`config.mk`:
```
export PLATFORM = sky130hd
export DESIGN_NAME = autosave_seq_detector
export DESIGN_NICKNAME = d
export VERILOG_FILES = /design/src/rtl/asd_pkg.sv /design/src/rtl/asd_strobe.sv /design/src/rtl/asd_tracker.sv /design/src/rtl/asd_setting.sv /design/src/rtl/autosave_seq_detector.sv
export SDC_FILE = /design/constraint.sdc
export NUM_CORES = 1
export LEC_CHECK = 0
export BUFFER_PORTS_ARGS = -buffer_cell sky130_fd_sc_hd__buf_2
export CELL_PAD_IN_SITES_DETAIL_PLACEMENT = 1
export CELL_PAD_IN_SITES_GLOBAL_PLACEMENT = 1
export CORE_MARGIN = 2
export CORE_UTILIZATION = 30
export CTS_CLUSTER_DIAMETER = 100
export DETAILED_ROUTE_END_ITERATION = 12
export PLACE_DENSITY = 0.79
export SLEW_MARGIN = 20
export SYNTH_ARGS = -nofsm -noshare
export SYNTH_HDL_FRONTEND = slang
export SYNTH_SLANG_ARGS = --single-unit
```
`constraint.sdc`:
```
create_clock -name clk -period 1.7 [get_ports clk]
set_clock_uncertainty 0.15 [all_clocks]
set_input_delay 0.17 -clock clk [delete_from_list [all_inputs] [get_ports clk]]
set_output_delay 0.17 -clock clk [all_outputs]
set_load 0.01 [all_outputs]
```
`src/rtl/asd_pkg.sv`:
```
package asd_pkg;
  localparam int PREFIX_LEN = 5;

  function automatic logic [15:0] prefix_addr(input int unsigned i);
    case (i)
      0:       prefix_addr = 16'h0E38;
      1:       prefix_addr = 16'h31C7;
      2:       prefix_addr = 16'h03E0;
      3:       prefix_addr = 16'h3C1F;
      default: prefix_addr = 16'h303F;
    endcase
  endfunction

  localparam logic [15:0] CMD_OFF_ADDR = 16'h0B45;
  localparam logic [15:0] CMD_ON_ADDR  = 16'h0B46;
endpackage

```
`src/rtl/asd_strobe.sv`:
```
module asd_strobe (
  input  logic clk,
  input  logic rst,
  input  logic ce,
  input  logic oe,
  input  logic we,
  output logic rd_evt,
  output logic wr_act
);
  logic rd_lvl, rd_prev_q;

  assign rd_lvl = ce & oe & ~we;
  assign wr_act = ce & we;
  assign rd_evt = rd_lvl & ~rd_prev_q;

  always_ff @(posedge clk) begin
    if (rst) rd_prev_q <= 1'b0;
    else     rd_prev_q <= rd_lvl;
  end
endmodule

```
`src/rtl/asd_tracker.sv`:
```
module asd_tracker #(
  parameter int ADDR_W = 15
) (
  input  logic              clk,
  input  logic              rst,
  input  logic              rd_evt,
  input  logic              wr_act,
  input  logic [ADDR_W-1:0] addr,
  output logic              fire,
  output logic              fire_code,
  output logic              done_q,
  output logic              code_q
);
  localparam int STEPS = asd_pkg::PREFIX_LEN + 1;
  localparam int IDX_W = $clog2(STEPS);
  localparam logic [IDX_W-1:0] LAST = IDX_W'(STEPS - 1);

  logic [IDX_W-1:0] idx_q, idx_d;
  logic [asd_pkg::PREFIX_LEN-1:0] step_hit;
  logic off_hit, on_hit, restart;

  for (genvar g = 0; g < asd_pkg::PREFIX_LEN; g++) begin : g_match
    assign step_hit[g] = (addr == ADDR_W'(asd_pkg::prefix_addr(g)));
  end
  assign off_hit = (addr == ADDR_W'(asd_pkg::CMD_OFF_ADDR));
  assign on_hit  = (addr == ADDR_W'(asd_pkg::CMD_ON_ADDR));
  assign restart = step_hit[0];

  always_comb begin
    fire      = 1'b0;
    fire_code = 1'b0;
    idx_d     = idx_q;
    if (wr_act) begin
      idx_d = '0;
    end else if (rd_evt) begin
      if (idx_q == LAST) begin
        if (off_hit || on_hit) begin
          fire      = 1'b1;
          fire_code = on_hit;
          idx_d     = '0;
        end else begin
          idx_d = restart ? IDX_W'(1) : '0;
        end
      end else if (step_hit[idx_q]) begin
        idx_d = idx_q + IDX_W'(1);
      end else begin
        idx_d = restart ? IDX_W'(1) : '0;
      end
    end
  end

  always_ff @(posedge clk) begin
    if (rst) begin
      idx_q  <= '0;
      done_q <= 1'b0;
      code_q <= 1'b0;
    end else begin
      idx_q  <= idx_d;
      done_q <= fire;
      if (fire) code_q <= fire_code;
    end
  end


  wr_abort_chk: assert property (@(posedge clk) disable iff (rst)
    wr_act |=> (idx_q == '0));


  done_single_chk: assert property (@(posedge clk) disable iff (rst)
    done_q |=> !done_q);


  idx_range_chk: assert property (@(posedge clk) disable iff (rst)
    idx_q <= LAST);
endmodule

```
`src/rtl/asd_setting.sv`:
```
module asd_setting (
  input  logic clk,
  input  logic rst,
  input  logic fire,
  input  logic fire_code,
  input  logic save_done,
  output logic feat_q,
  output logic unsaved_q
);
  always_ff @(posedge clk) begin
    if (rst) begin
      feat_q    <= 1'b1;
      unsaved_q <= 1'b0;
    end else begin
      if (fire) feat_q <= fire_code;
      if (fire)           unsaved_q <= 1'b1;
      else if (save_done) unsaved_q <= 1'b0;
    end
  end


  save_clear_chk: assert property (@(posedge clk) disable iff (rst)
    (save_done && !fire) |=> !unsaved_q);


  fire_mark_chk: assert property (@(posedge clk) disable iff (rst)
    fire |=> unsaved_q);
endmodule

```
`src/rtl/autosave_seq_detector.sv`:
```
module autosave_seq_detector #(
  parameter int ADDR_W = 15
) (
  input  logic              clk,
  input  logic              rst,
  input  logic              ce,
  input  logic              oe,
  input  logic              we,
  input  logic [ADDR_W-1:0] addr,
  input  logic              save_done,
  output logic              feature_on,
  output logic              cmd_done,
  output logic              cmd_code,
  output logic              unsaved
);
  logic rd_evt, wr_act, fire, fire_code;

  asd_strobe u_strobe (
    .clk(clk), .rst(rst), .ce(ce), .oe(oe), .we(we),
    .rd_evt(rd_evt), .wr_act(wr_act)
  );

  asd_tracker #(.ADDR_W(ADDR_W)) u_tracker (
    .clk(clk), .rst(rst), .rd_evt(rd_evt), .wr_act(wr_act), .addr(addr),
    .fire(fire), .fire_code(fire_code), .done_q(cmd_done), .code_q(cmd_code)
  );

  asd_setting u_setting (
    .clk(clk), .rst(rst), .fire(fire), .fire_code(fire_code),
    .save_done(save_done), .feat_q(feature_on), .unsaved_q(unsaved)
  );


  done_matches_feat_chk: assert property (@(posedge clk) disable iff (rst)
    cmd_done |-> (feature_on == cmd_code));


  feat_moves_on_done_chk: assert property (@(posedge clk) disable iff (rst)
    !$stable(feature_on) |-> cmd_done);
endmodule

```
==> metrics.cfg <==
[cts]
cts_setup_buffers=0
numCtsBuffers=3
cts_tree=built
cts_root_buffer=clkbuf_4
numClockSinks=8
clk_pin_slew_worst_paths_ps=50
clock_latency_ps=250
h-tree-depth=1
clk_path_buf_depth=2

[global_route]
antenna_found_initial=0
grt_pass1_wl_mm=3.47
overflow=0
grt_pass1_vias=764
grtUsageTotal_pct=17.9
grt_max_degree=8

[layout]
nets=136
nFillCells=245
n_antenna_cell=0
final_area_um2=905
fin_util_pct=45.6
synthToLayoutAreaGrowth_pct=41.5
drive_gt1_share_pct=36.9

[critical_path]
path_class=reg2reg
start_kind=flip-flop
cpPeakStageDelay_ps=350
crit_buf_inv=1
path_cells=inv_1 > ha_2 > nand2_2 > nor4_4 > and4_2 > o21ai_0 > a21oi_1
crit_slowest_cell=dfxtp_1
cpLargestDelayFamily=simple AND/OR/NAND/NOR gates
worstPathArrival_ps=1650
critPathCaptureType=flip-flop
required_ps=1730
critPathMaxFanout=3

[routing]
viasPerCell=5.46
drt_first_pass_iters=4
ant_nets=0
drt_iter0_drc=6
drc=0
wl_mm=2.11
wire_per_inst_um=15.3
vias=753

[job]
cap_viol_max_count=0

[power]
powerDensity_nw_per_um2=454
p_comb_share_pct=19.3
pwr-share-seq_pct=45.9
peakVddDrop_mv=0.251
switchingPower_uw=104
p_leak_nw=0.378
p_clk_share_pct=34.7
sw_frac_of_total_pct=25.2
internal_power_uw=307

[logic_synthesis]
synthesis.nets=100
synth-xor-area-share_pct=0
ys_seq_elements=8
synth_seq_area_share_pct=25.0
synthAdderAreaFrac_pct=3.91
synth_cells=77
synthMuxAreaShare_pct=3.13
yosysUniqueCellTypes=31
synth_area_um2=639
synth_top_family_by_area=simple AND/OR/NAND/NOR gates
avgSynthCellArea_um2=8.30
ys.warnings.count=0
synthSimpleGateAreaFrac_pct=48.1
synth_compound_area_share_pct=16.8

[die]
row_count=16
design.core.area_um2=1980
die_x_um=50.2
start_util_pct=32.3
boundaryPins=25
die_height_um=50.2
die-area_um2=2520

[hold_path]
min_path_type=in2reg

[sta]
timing.final.crit_share_pct=94.8
relSlewSlack_pct=71.8
setup_tns_ps=0
setup_viol_count_final=0
worst_slew_pin_slew_ps=423
hold_viol_final=0
slew_viol_final=0
fin_crit_ps=1610
fmax_mhz=620

[outcome]
outcome=finished clean

[place]
io_buffers=24
gp_congestion=0.804
place_hpwl_mm=1.61
placed_cell_area_um2=816

## state kept, by name, indices dropped and copies added, names as in the netlist
| signal | count |
|---|---|
| u_setting.feat_q | 1 |
| u_setting.unsaved_q | 1 |
| u_strobe.rd_prev_q | 1 |
| u_tracker.code_q | 1 |
| u_tracker.done_q | 1 |
| u_tracker.idx_q | 3 |
## worst paths after layout
check	start	end	slack, ps	depth (start not counted)
max	u_tracker.idx_q[1]	u_setting.unsaved_q	90	7
min	rst	u_setting.feat_q	30	2
max reg2reg	u_tracker.idx_q[1]	u_setting.unsaved_q	90	7
min reg2reg	u_setting.unsaved_q	u_setting.unsaved_q	330	2
## power by group through the flow
stage	Sequential [mW]	Clock [mW]	Combinational, mW
2_1_floorplan	0.192	0	0.0253
3_3_place_gp	0.192	0	0.0659
3_5_place_dp	0.192	0	0.0682
4_1_cts	0.188	0.153	0.0768
5_1_grt	0.188	0.162	0.0877
6_report	0.189	0.143	0.0794
## area by class of cell
type / count / area (um2) / share of cell area [%]
sequential: 8 / 160 / 17.7
clock buffer: 3 / 22.5 / 2.49
inverter: 5 / 18.8 / 2.07
tap: 27 / 33.8 / 3.73
multi-input combinational: 64 / 487 / 53.8
timing repair buffer: 31 / 183 / 20.2
## per-stage QoR
stage	hold slack [ps]	std cells	power, mW	setup WS, ps
2_1_floorplan	89.1	77	0.218	67.9
3_3_place_gp	220	131	0.258	8.93
3_5_place_dp	242	131	0.261	-25.2
4_1_cts	17.3	138	0.418	3.35
5_1_grt	40.7	138	0.438	-12.3
6_report	27.3	138	0.411	87.9
## cell usage in the layout (no fill, tap or decap), types with 2 or more instances in the layout
| cell type | instances |
|---|---|
| buf_2 | 24 |
| nor2_1 | 8 |
| dfxtp_1 | 8 |
| inv_1 | 5 |
| nand4_1 | 5 |
| nand2_1 | 5 |
| o21ai_0 | 4 |
| dlygate4sd3_1 | 4 |
| nor4b_1 | 3 |
| o21ai_1 | 3 |
| a21oi_1 | 3 |
| clkbuf_4 | 3 |
| buf_4 | 3 |
| nor3_1 | 2 |
| nand2_2 | 2 |
| and4bb_2 | 2 |
| nand3_1 | 2 |
| and4b_1 | 2 |
| a22oi_1 | 2 |
| nand3b_1 | 2 |
| mux2i_1 | 2 |
| a32oi_1 | 2 |
## synth_stat cells
cell type	number	share of area, %
o21ai_0	4	3.1
and3b_2	1	1.6
nand2b_1	1	0.98
a32oi_1	2	2.7
nor4b_1	3	4.1
ha_1	2	3.9
nor4_1	2	2.0
nand2_2	1	0.98
nand2_1	6	3.5
and4_2	1	1.6
and4bb_1	1	2.0
mux2i_1	2	3.1
nand4_1	5	4.9
a22oi_1	2	2.3
nor4bb_1	1	1.6
nand3_1	2	1.6
nor3_1	2	1.6
dfxtp_1	8	25
o2111ai_1	1	1.4
nor2b_1	1	0.98
inv_1	5	2.9
o21ai_1	3	2.3
and4bb_2	2	3.9
o41ai_2	1	2.5
nor4b_4	1	3.7
nand4b_1	1	1.4
and4b_1	2	3.1
nand4bb_1	1	1.8
nor2_1	8	4.7
nand3b_1	2	2.3
a21oi_1	3	2.3
## worst reg2reg max path, cell delays in order (launching register included)
cell	delay [ps]
dfxtp_1	350
inv_1	70
ha_2	190
nand2_2	90
nor4_4	170
and4_2	240
o21ai_0	140
a21oi_1	150
## per-layer routing
layer	global-route usage, %	wire [um]	share of wire (%)	vias to the layer above
met5	0	0	0	-
met1	22.4	942	45	352
met3	3.57	140	6.6	4
li1	-	-	-	372
met2	29.4	1000	48	25
met4	8.33	23	1.1	0
## cell families (layout without fill, tap and decap cells)
kind of cell             count (synthesis)  after routing
AO/OA/AOI/OAI                           16             16
adder cells (fa/ha/maj)                  2              2
buffers and inverters                    5             39
flip-flops                               8              8
multiplexers                             2              2
AND/OR/NAND/NOR                         44             44
## timing repair
item	in CTS	in global routing
hold endpoints to repair	2	0
hold buffers	4	0
resized for setup	1	4
pin swaps	0	3
setup endpoints to repair	3	5
Power figures use the tool's default switching activity.
